<file path="src/rtl/fpwm_pkg.sv">
package fpwm_pkg;

  typedef enum logic [1:0] {
    OM_OFF    = 2'd0,
    OM_TOGGLE = 2'd1,
    OM_NONINV = 2'd2,
    OM_INV    = 2'd3
  } out_mode_e;

  localparam int unsigned NUM_CH = 2;

  // Pin value selected by the output mode from the channel's next state.
  function automatic logic pin_value(input out_mode_e m, input logic lvl,
                                     input logic tog, input logic tog_ok);
    logic v;
    case (m)
      OM_OFF:    v = 1'b0;
      OM_TOGGLE: v = tog_ok & tog;
      OM_NONINV: v = lvl;
      OM_INV:    v = ~lvl;
      default:   v = 1'b0;
    endcase
    return v;
  endfunction

endpackage

</file>
<file path="src/rtl/fpwm_counter.sv">
module fpwm_counter #(
  parameter int unsigned W = 16
) (
  input  logic         clk,
  input  logic         rst,
  input  logic         tick,
  input  logic [W-1:0] top_val,
  output logic [W-1:0] cnt_q,
  output logic [W-1:0] cnt_d,
  output logic         wrap
);

  localparam logic [W-1:0] ONE = W'(1);

  assign wrap = tick && (cnt_q == top_val);

  always_comb begin
    cnt_d = cnt_q;
    if (tick) begin
      if (wrap) cnt_d = '0;
      else      cnt_d = cnt_q + ONE;
    end
  end

  always_ff @(posedge clk) begin
    if (rst) cnt_q <= '0;
    else     cnt_q <= cnt_d;
  end

endmodule

</file>
<file path="src/rtl/fpwm_cmp_buf.sv">
module fpwm_cmp_buf #(
  parameter int unsigned W = 16
) (
  input  logic         clk,
  input  logic         rst,
  input  logic         we,
  input  logic [W-1:0] wdata,
  input  logic         load,
  output logic [W-1:0] act_q,
  output logic [W-1:0] act_d
);

  logic [W-1:0] shadow_q;
  logic [W-1:0] shadow_d;

  // A write in the load cycle goes straight through to the active value.
  assign shadow_d = we ? wdata : shadow_q;
  assign act_d    = load ? shadow_d : act_q;

  always_ff @(posedge clk) begin
    if (rst) begin
      shadow_q <= '0;
      act_q    <= '0;
    end else begin
      shadow_q <= shadow_d;
      act_q    <= act_d;
    end
  end

endmodule

</file>
<file path="src/rtl/fpwm_channel.sv">
module fpwm_channel
  import fpwm_pkg::*;
#(
  parameter int unsigned W         = 16,
  parameter bit          TOGGLE_OK = 1'b0
) (
  input  logic         clk,
  input  logic         rst,
  input  logic         tick,
  input  logic         wrap,
  input  logic [W-1:0] cnt_q,
  input  logic [W-1:0] cmp_act,
  input  logic [1:0]   mode,
  input  logic         tog_en,
  output logic         wave_q
);

  logic lvl_q, lvl_d;
  logic tog_q, tog_d;
  logic match;
  logic tog_allow;

  assign match = tick && (cnt_q == cmp_act);

  // Wrap has priority: with compare equal to TOP the level never drops.
  always_comb begin
    lvl_d = lvl_q;
    if (wrap)       lvl_d = 1'b1;
    else if (match) lvl_d = 1'b0;
  end

  assign tog_d     = match ? ~tog_q : tog_q;
  assign tog_allow = TOGGLE_OK & tog_en;

  always_ff @(posedge clk) begin
    if (rst) begin
      lvl_q  <= 1'b0;
      tog_q  <= 1'b0;
      wave_q <= 1'b0;
    end else begin
      lvl_q  <= lvl_d;
      tog_q  <= tog_d;
      wave_q <= pin_value(out_mode_e'(mode), lvl_d, tog_d, tog_allow);
    end
  end

endmodule

</file>
<file path="src/rtl/fast_pwm_gen.sv">
module fast_pwm_gen
  import fpwm_pkg::*;
#(
  parameter int unsigned CNT_W = 16
) (
  input  logic             clk,
  input  logic             rst,
  input  logic             tick,
  input  logic             cmp_a_we,
  input  logic [CNT_W-1:0] cmp_a_wdata,
  input  logic             cmp_b_we,
  input  logic [CNT_W-1:0] cmp_b_wdata,
  input  logic             lim_we,
  input  logic [CNT_W-1:0] lim_wdata,
  input  logic             top_sel,
  input  logic [1:0]       mode_a,
  input  logic [1:0]       mode_b,
  output logic             wave_a,
  output logic             wave_b,
  output logic             at_top
);

  logic [CNT_W-1:0] cnt_q, cnt_d;
  logic             wrap;
  logic [CNT_W-1:0] top_val;
  logic [CNT_W-1:0] lim_q, lim_d;
  logic [CNT_W-1:0] top_next;

  logic             ch_we    [NUM_CH];
  logic [CNT_W-1:0] ch_wdata [NUM_CH];
  logic [CNT_W-1:0] act_q    [NUM_CH];
  logic [CNT_W-1:0] act_d    [NUM_CH];
  logic [1:0]       ch_mode  [NUM_CH];
  logic             ch_wave  [NUM_CH];
  logic [CNT_W-1:0] act_a_q;

  assign ch_we[0]    = cmp_a_we;
  assign ch_we[1]    = cmp_b_we;
  assign ch_wdata[0] = cmp_a_wdata;
  assign ch_wdata[1] = cmp_b_wdata;
  assign ch_mode[0]  = mode_a;
  assign ch_mode[1]  = mode_b;
  assign act_a_q     = act_q[0];

  assign top_val  = top_sel ? lim_q : act_q[0];
  assign lim_d    = lim_we ? lim_wdata : lim_q;
  assign top_next = top_sel ? lim_d : act_d[0];

  fpwm_counter #(.W(CNT_W)) u_cnt (
    .clk     (clk),
    .rst     (rst),
    .tick    (tick),
    .top_val (top_val),
    .cnt_q   (cnt_q),
    .cnt_d   (cnt_d),
    .wrap    (wrap)
  );

  for (genvar ch = 0; ch < NUM_CH; ch++) begin : g_ch
    fpwm_cmp_buf #(.W(CNT_W)) u_buf (
      .clk   (clk),
      .rst   (rst),
      .we    (ch_we[ch]),
      .wdata (ch_wdata[ch]),
      .load  (wrap),
      .act_q (act_q[ch]),
      .act_d (act_d[ch])
    );

    fpwm_channel #(.W(CNT_W), .TOGGLE_OK(ch == 0)) u_chan (
      .clk     (clk),
      .rst     (rst),
      .tick    (tick),
      .wrap    (wrap),
      .cnt_q   (cnt_q),
      .cmp_act (act_q[ch]),
      .mode    (ch_mode[ch]),
      .tog_en  (~top_sel),
      .wave_q  (ch_wave[ch])
    );
  end

  always_ff @(posedge clk) begin
    if (rst) begin
      lim_q  <= '0;
      at_top <= 1'b0;
    end else begin
      lim_q  <= lim_d;
      at_top <= (cnt_d == top_next);
    end
  end

  assign wave_a = ch_wave[0];
  assign wave_b = ch_wave[1];

endmodule

</file>
<file path="config.mk">
export PLATFORM = sky130hd
export DESIGN_NAME = fast_pwm_gen
export DESIGN_NICKNAME = d
export VERILOG_FILES = /design/src/rtl/fpwm_pkg.sv /design/src/rtl/fpwm_counter.sv /design/src/rtl/fpwm_cmp_buf.sv /design/src/rtl/fpwm_channel.sv /design/src/rtl/fast_pwm_gen.sv
export SDC_FILE = /design/constraint.sdc
export NUM_CORES = 1
export LEC_CHECK = 0
export CORE_MARGIN = 1
export CORE_UTILIZATION = 60
export CTS_BUF_LIST = sky130_fd_sc_hd__clkbuf_8
export DETAILED_ROUTE_END_ITERATION = 16
export DONT_BUFFER_PORTS = 1
export PLACE_DENSITY = 0.76
export SYNTH_ARGS = -nofsm -noshare
export SYNTH_HDL_FRONTEND = slang
export SYNTH_SLANG_ARGS = --single-unit
</file>
<file path="constraint.sdc">
create_clock -name clk -period 2.8 [get_ports clk]
set_input_delay 0.42 -clock clk [delete_from_list [all_inputs] [get_ports clk]]
set_output_delay 0.42 -clock clk [all_outputs]
set_load 0.1 [all_outputs]
</file>
# [After elaboration in Yosys (flattened, before gate mapping)]
# Cells that the tools add are included.
[word_totals] regBits=102 in_bits=59 output_inout_bits=3 elab_cells=49
[classes] n_addsub=1 n_eq_ne=10 mux=15 bitwise=5 n_reduce_logical=6
[ops] op="$mux W16" count=8
[ops] op="$eq A16 B16 Y1" count=4
[ops] op="$add A16 B1 Y16 const B" count=1
[ops] op="$eq A2 B2 Y1 const B" count=4
[ops] op="$mux W1" count=5
[ops] op="$eq A2 B1 Y1 const B" count=2
[ops] op="$logic_not A2 Y1" count=2
[ops] op="$not A1 Y1" count=4
[ops] op="$pmux W1 S4" count=1
[ops] op="$logic_and A1 B1 Y1" count=3
[ops] op="$pmux W1 S3" count=1
[ops] op="$reduce_or A2 Y1" count=1
[ops] op="$and A1 B1 Y1" count=1

# [Longest topological paths before layout]
# Gate-level depths: netlist of run 1.
[logic_depth] ltp_word=6 ltp_mapped=13 mapped_depth_nobuf=10

# [By module]
# A second synthesis of run 1 with hierarchy kept.
[hier_totals] hier_cells=572 area_unflattened_um2=5341.4
[by_module_without_submodules] mod="fpwm_cmp_buf" instances=2 cells_each=122 area_per_inst_um2=1234.9 seq_area_each_um2=640.6
[by_module_without_submodules] mod="fast_pwm_gen" instances=1 cells_each=129 area_per_inst_um2=1196.1 seq_area_each_um2=340.3
[by_module_without_submodules] mod="fpwm_counter" instances=1 cells_each=123 area_per_inst_um2=1017.2 seq_area_each_um2=320.3
[by_module_without_submodules] mod="fpwm_channel at g_ch[1].u_chan" instances=1 cells_each=37 area_per_inst_um2=330.3 seq_area_each_um2=40.0
[by_module_without_submodules] mod="fpwm_channel at g_ch[0].u_chan" instances=1 cells_each=39 area_per_inst_um2=327.8 seq_area_each_um2=60.1

# [Least setup slack after synthesis of run 1]
# Ideal clock, no wire load.
[synth_timing] path_type="input to register" from="input top_sel" to="register at_top" setup_time_ps=117 arrival_time_ps=2453 t_required_ps=2683 setup_slack_ps=230 stages=12 path_buffers=3 path_cell_list="buf_6 > buf_8 > mux2i_1 > xnor2_1 > nor4_2 > o2111a_1 > buf_6 > mux2_2 > o21ai_0 > xnor2_1 > nor2_1 > and4bb_1"
[synth_via] elab_chain_len=6 word_cells_on_any_way=8 cone_classes="eq/ne (2); mux (5); reduce/logical (1)"
[synth_lines] element="from (decl)" line="fast_pwm_gen.sv:15" source="input logic top_sel,"
[synth_lines] element="$mux W16" line="fast_pwm_gen.sv:45" source="assign top_val = top_sel ? lim_q : act_q[0];"
[synth_lines] element="$eq A16 B16 Y1" line="fpwm_counter.sv:15" source="assign wrap = tick && (cnt_q == top_val);"
[synth_lines] element="$logic_and A1 B1 Y1" line="fpwm_counter.sv:15"
[synth_lines] element="$mux W16 (on tied branches)" line="fpwm_counter.sv:20, fpwm_cmp_buf.sv:18"
[synth_lines] element="$mux W16 (on tied branches)" line="fpwm_counter.sv:19, fast_pwm_gen.sv:47"
[synth_lines] element="$eq A16 B16 Y1 *" line="fast_pwm_gen.sv:89" source="at_top <= (cnt_d == top_next);"
[synth_lines] element="to (signal assigned)" line="fast_pwm_gen.sv:89"
[synth_lines] element="to (decl)" line="fast_pwm_gen.sv:20" source="output logic at_top"
# Mark *: on every way between the ends. The rest lies on a longest branch, timed or not.
# A chain may end at the register's enable or synchronous reset.

# [Worst setup path in the final report of run 1]
[layout_timing] from="register u_cnt.cnt_q[0]" to="register at_top"
[layout_via] elab_chain_len=5 word_cells_on_any_way=8 cone_classes="add/sub (1); eq/ne (2); mux (4); reduce/logical (1)"
[layout_lines] element="from (decl)" line="fpwm_counter.sv:8" source="output logic [W-1:0] cnt_q,"
[layout_lines] element="from (signal assigned)" line="fpwm_counter.sv:27" source="else cnt_q <= cnt_d;"
[layout_lines] element="branches (longest 4 deep; another with $add A16 B1 Y16)"
[layout_lines] element="$eq A16 B16 Y1 *" line="fast_pwm_gen.sv:89"
# Every way passes the cells marked *.

==> flow_summary.toml, run 1 <==
[clocking]
clkTransAtPathRegs_ns = 0.11
htreeDepth = 3
clock_tree.root_cell = "clkbuf_8"
worstSkewPairLatency_ns = 0.38
ctsHoldBuffers = 0
post_cts_resized = 0
numCtsBuffers = 9
cts_num_sinks = 102
post_cts_buffers = 0
cts_max_path_buffers = 2
tritoncts = "done"

[hold_path]
hp-class = "primary input to flop"

[timing]
finalCritPeriodShare_pct = 94.47
setup_viol = 0
fin_crit_ns = 2.645
postLayoutSetupSlackWorst_ns = 0.1547
clock.fmax_mhz = 378.0
hold_viol = 0
fin_skew_ns = 0.01342
worstMarginPinSlew_ns = 0.9666
rsz0062_at_grt = "false"
max_slew_margin_pct = 35.47
finalMaxSlewViolations = 0
setup-tns-final_ns = 0

[global_route]
grt_pass1_vias = 3836
antenna_found_initial = 0
globalRoute.totalOverflow = 0
grt_pass1_wl_mm = 19.51
globalRouteTotalUtil_pct = 29.90
grt_max_degree = 90

[logic_synthesis]
synthArstFlopShare_pct = 0
synth_seq_cells = 102
synthDominantCellAreaShare_pct = 40.25
synth_seq_area_share_pct = 40.25
synth_edf_count = 0
synth_area_leaders = "dfxtp_1, mux2i_1, nor2_1"
synthCells = 568
yosys.area.top_type = "dfxtp_1"
synth_fp_nets = 628
synthFlopType = "dfxtp_1"
ys_types = 45
synth_area_um2 = 5074
syn_area_per_cell_um2 = 8.932
yosysWarnings = 0

[placement]
numPortBuffers = 0
gp_congestion = 0.9724
post-place-cells = 653
dp_hpwl_mm = 9.362
pre_cts_slack_ns = 0.08432

[routing]
dr.pass1.iters = 4
first_iter_violations = 193
vias = 3892
ant_nets = 0
finalWirelength_mm = 12.35
drc = 0
avgRoutedWirePerCell_um = 18.46
vias_per_cell = 5.818

[cells_and_area]
antenna_cells = 0
drive_above_1_share_pct = 12.41
fin_cells = 669
area_delta_synth_final_pct = 6.387
final_nets = 619

[critical_path]
cp_max_fo = 8
rrSetupSlack_ns = 0.15
worstSetupPathType = "flop to flop"
cp-end-kind = "flop"
required_ns = 3.12
cp-start-kind = "flop"
critPathArrivalTime_ns = 2.97

[die]
io_pins = 62
core-area_um2 = 8217
fp.dieW_um = 93.96
start_util_pct = 61.75
fp.dieArea_um2 = 8828
rows = 33
die_h_um = 93.96

[power]
leakagePower_nw = 2.284
ir_drop_mv = 0.4250
power_density_nw_per_um2 = 574.8
power_mw = 3.103

[run]
drv_cap = 0

[status]
outcome = "completed"
## area by class of cell
cell class | instances | area, µm²
clock buffer | 9 | 123.9
clock inverter | 7 | 68.82
fill | 721 | 2819
inverter | 8 | 30.03
multi-input combinational | 410 | 2774
sequential | 102 | 2047
tap | 105 | 131.4
timing repair buffer | 28 | 222.7
## cell usage after synthesis (2+ instances only)
library cell,number
inv_1,8
xnor2_1,35
buf_1,5
or4_1,2
o21a_1,2
dfxtp_1,102
nand2b_1,3
xor2_1,42
nor2b_1,12
o21ai_0,11
a211oi_1,25
nor2_1,107
nor3_1,9
clkbuf_1,20
nor4_2,3
buf_2,16
a211oi_2,2
a21oi_1,14
nand2_1,19
mux2i_1,51
or2_2,2
buf_4,2
a31oi_1,2
nand3_1,12
nor4_1,9
and4_1,2
and2_1,4
o22ai_1,6
and3_1,4
buf_6,4
nand4_1,8
mux2_2,12
## cell families after synthesis
kind of cell    count (synthesis)  synth area share [%]
simple gates                  199                 18.54
flops                         102                 40.25
xor+xnor                       77                 13.29
compound gates                 69                 9.149
mux                            64                 13.02
buf+inv                        56                 5.499
fa+ha+maj                       1                0.2466
## final timing paths
| path | from | to | cells after the start |
|---|---|---|---|
| worst max-delay path | u_cnt.cnt_q[0] | at_top | 10 |
| worst min-delay path | rst | g_ch[0].u_buf.shadow_q[7] | 1 |
| worst max register to register | u_cnt.cnt_q[0] | at_top | 10 |
| worst min register to register | g_ch[0].u_chan.lvl_q | g_ch[0].u_chan.lvl_q | 2 |
## cell usage in the layout, fill, tap and decap left out, types with 3 or more instances in the layout
master,count
nor4_2,4
dfxtp_1,98
nand4_1,8
nand2b_1,3
nand2_1,19
nor2b_1,12
nor4_1,7
nor2_1,107
inv_1,9
and3_1,4
and2_1,4
buf_4,27
o22ai_1,6
o21ai_0,11
xnor2_1,35
a21oi_1,14
mux2_2,12
nand3_1,12
dfxtp_2,4
xor2_1,42
nor3_1,9
clkbuf_8,9
a211oi_1,25
mux2i_1,51
## routing by layer
metal,routed length [µm],part of all wire (%),vias up,GRT usage (%)
met5,0,0,-,0
met4,499,4.0,0,16.15
met3,764,6.2,31,6.230
met2,5776,47,130,48.60
met1,5309,43,1819,36.90
li1,-,-,1912,-
## flip-flops by register name, summed over array words and instances (netlist names)
signal / count
g_ch.u_buf.act_q: 32
g_ch.u_buf.shadow_q: 32
lim_q: 16
u_cnt.cnt_q: 16
g_ch.u_chan.lvl_q: 2
g_ch.u_chan.wave_q: 2
at_top: 1
g_ch.u_chan.tog_q: 1
## metrics by stage
| step | utilization (%) | hold slack, ns | area (µm²) |
|---|---|---|---|
| 6_report | 65.69 | 0.09479 | 5398 |
| 5_1_grt | 65.69 | 0.06624 | 5398 |
| 4_1_cts | 65.37 | 0.08376 | 5371 |
| 3_5_place_dp | 63.03 | 0.4669 | 5179 |
| 3_3_place_gp | 63.03 | 0.4496 | 5179 |
| 2_1_floorplan | - | 0.4443 | 5074 |
## report_power, final
group	total (mW)	switching [mW]	internal (mW)
logic	0.546	0.284	0.262
clock network	0.915	0.568	0.347
registers	1.64	0.0899	1.55
## critical path: stages (launching register included)
cell       delay (ns)
dfxtp_2          0.39
ha_1             0.25
nand2_1          0.23
nor2_1           0.10
and3_1           0.20
xnor2_1          0.33
xnor2_1          0.13
a2111oi_0        0.40
nor3_1           0.10
nor3_1           0.23
and4bb_1         0.22
(Power assumes the default switching activity.)
==> run 2: changes to the inputs <==
--- a/config.mk
+++ b/config.mk
@@ -10,7 +10,7 @@
 export CTS_BUF_LIST = sky130_fd_sc_hd__clkbuf_8
 export DETAILED_ROUTE_END_ITERATION = 16
 export DONT_BUFFER_PORTS = 1
-export PLACE_DENSITY = 0.76
+export PLACE_DENSITY = 0.74
 export SYNTH_ARGS = -nofsm -noshare
 export SYNTH_HDL_FRONTEND = slang
 export SYNTH_SLANG_ARGS = --single-unit
==> run 2 against run 1 <==
Critical endpoint unchanged. Total power rose by 0.26%. Sequential share of layout area decreased by 0.24 points. Clock skew down 0.0036 ns. Final cell count increased by 0.90%. Largest power group unchanged. First-iteration DRC count down 10%. Via count is 0.36% higher.
==> flow_summary.toml, run 2 (same netlist as run 1, synthesis figures left out) <==
[timing]
clock.fmax_mhz = 367.9
max_slew_margin_pct = 31.35
hold_viol = 0
fin_crit_ns = 2.718
finalCritPeriodShare_pct = 97.08
fin_skew_ns = 0.009798
finalMaxSlewViolations = 0
setup-tns-final_ns = 0
worstMarginPinSlew_ns = 1.028
hold_slack_ns = 0.1094
rsz0062_at_grt = "false"
setup_viol = 0

[clocking]
htreeDepth = 3
numCtsBuffers = 9
ctsHoldBuffers = 0
post_cts_resized = 0
clkTransAtPathRegs_ns = 0.11
cts_num_sinks = 102
cts_max_path_buffers = 2
clock_tree.root_cell = "clkbuf_8"
worstSkewPairLatency_ns = 0.37
tritoncts = "done"
post_cts_buffers = 0

[cells_and_area]
antenna_cells = 0
area_delta_synth_final_pct = 6.806
mostFrequentLayoutCell = "nor2_1"
final_nets = 625
finish.instance_area_um2 = 5419
finish.utilization_pct = 65.95
fin_cells = 675
reg_top3 = "g_ch.u_buf.act_q: 32 flops, g_ch.u_buf.shadow_q: 32 flops"
drive_above_1_share_pct = 12.46
final_cell_mix = "nor2_1, dfxtp_1, mux2i_1"

[power]
ir_drop_mv = 0.4262
leakagePower_nw = 2.289
pwr-share-comb_pct = 17.8
p_sw_share_pct = 30.29
p_int_mw = 2.168
power_density_nw_per_um2 = 574.0
seqPwrFrac_pct = 52.7
power_frac_clock_pct = 29.5
total_switching_power_mw = 0.9421

[placement]
placed_area_um2 = 5224
numPortBuffers = 0
gp_congestion = 0.9093
dp_hpwl_mm = 9.833
post-place-cells = 659

[routing]
dr.pass1.iters = 4
first_iter_violations = 173
avgRoutedWirePerCell_um = 18.86
ant_nets = 0
drc = 0
finalWirelength_mm = 12.73
vias_per_cell = 5.787
vias = 3906

[critical_path]
rr_startpoint = "g_ch[0].u_buf.act_q[12]"
critPathArrivalTime_ns = 3.03
cp-end-kind = "flop"
cp_max_fo = 5
startpoint = "g_ch[0].u_buf.act_q[12]"
worstSetupPathType = "flop to flop"
required_ns = 3.12
cp-start-kind = "flop"

[global_route]
globalRoute.totalOverflow = 0
antenna_found_initial = 0
grt_pass1_vias = 3916
grt_pass1_wl_mm = 20.17
globalRouteTotalUtil_pct = 30.70
grt_max_degree = 90

[status]
outcome = "completed"

[die]
rows = 33
fp.dieW_um = 93.96
core-area_um2 = 8217
fp.dieArea_um2 = 8828
die_h_um = 93.96
start_util_pct = 61.75
io_pins = 62

[hold_path]
hp-start = "rst"
hp-class = "primary input to flop"

[run]
drv_cap = 0
## run 2: worst max-delay path, cell delays in order, from the launching register on
cell,delay [ns]
dfxtp_1,0.36
xor2_1,0.16
nor4_1,0.33
buf_4,0.17
and4_1,0.20
o2111a_1,0.23
buf_4,0.16
mux2i_1,0.23
a21oi_1,0.11
a211oi_2,0.25
nand4_1,0.19
and4bb_1,0.28
## run 2: final timing paths
kind,to,slack [ns],depth (start not counted)
worst max-delay path,at_top,0.08,11
worst min-delay path,g_ch[0].u_buf.shadow_q[15],0.11,1
worst max register to register,at_top,0.08,11
worst min register to register,g_ch[0].u_chan.lvl_q,0.47,2
## run 2: stage by stage
| stage | setup WS [ns] | total power [mW] |
|---|---|---|
| after detailed placement | 0.1354 | 2.228 |
| after global routing | 0.001075 | 3.260 |
| after floorplan | 0.2300 | 2.119 |
| after CTS | 0.08758 | 3.137 |
| after global placement | 0.1193 | 2.214 |
| final | 0.08188 | 3.111 |
## run 2: layout make-up
type	instances	area (µm²)
Inverter	8	30.03
Multi-Input combinational cell	410	2753
Timing Repair Buffer	34	267.8
Fill cell	778	2798
Sequential cell	102	2042
Clock buffer	9	123.9
Clock inverter	7	71.32
Tap cell	105	131.4
## run 2: routing by layer
layer	GRT usage (%)	up-vias	wire length, µm
li1	-	1917	-
met1	37.09	1854	5421
met2	52.25	102	6202
met3	4.773	33	594
met4	16.15	0	510
met5	0	-	0
## run 2: power by group through the flow
| stage | clock network, mW | registers [mW] | logic, mW |
|---|---|---|---|
| floorplan | 0 | 1.66 | 0.464 |
| global placement | 0 | 1.67 | 0.544 |
| detailed placement | 0 | 1.67 | 0.554 |
| CTS | 0.939 | 1.64 | 0.557 |
| global route | 0.996 | 1.65 | 0.613 |
| finish | 0.916 | 1.64 | 0.555 |
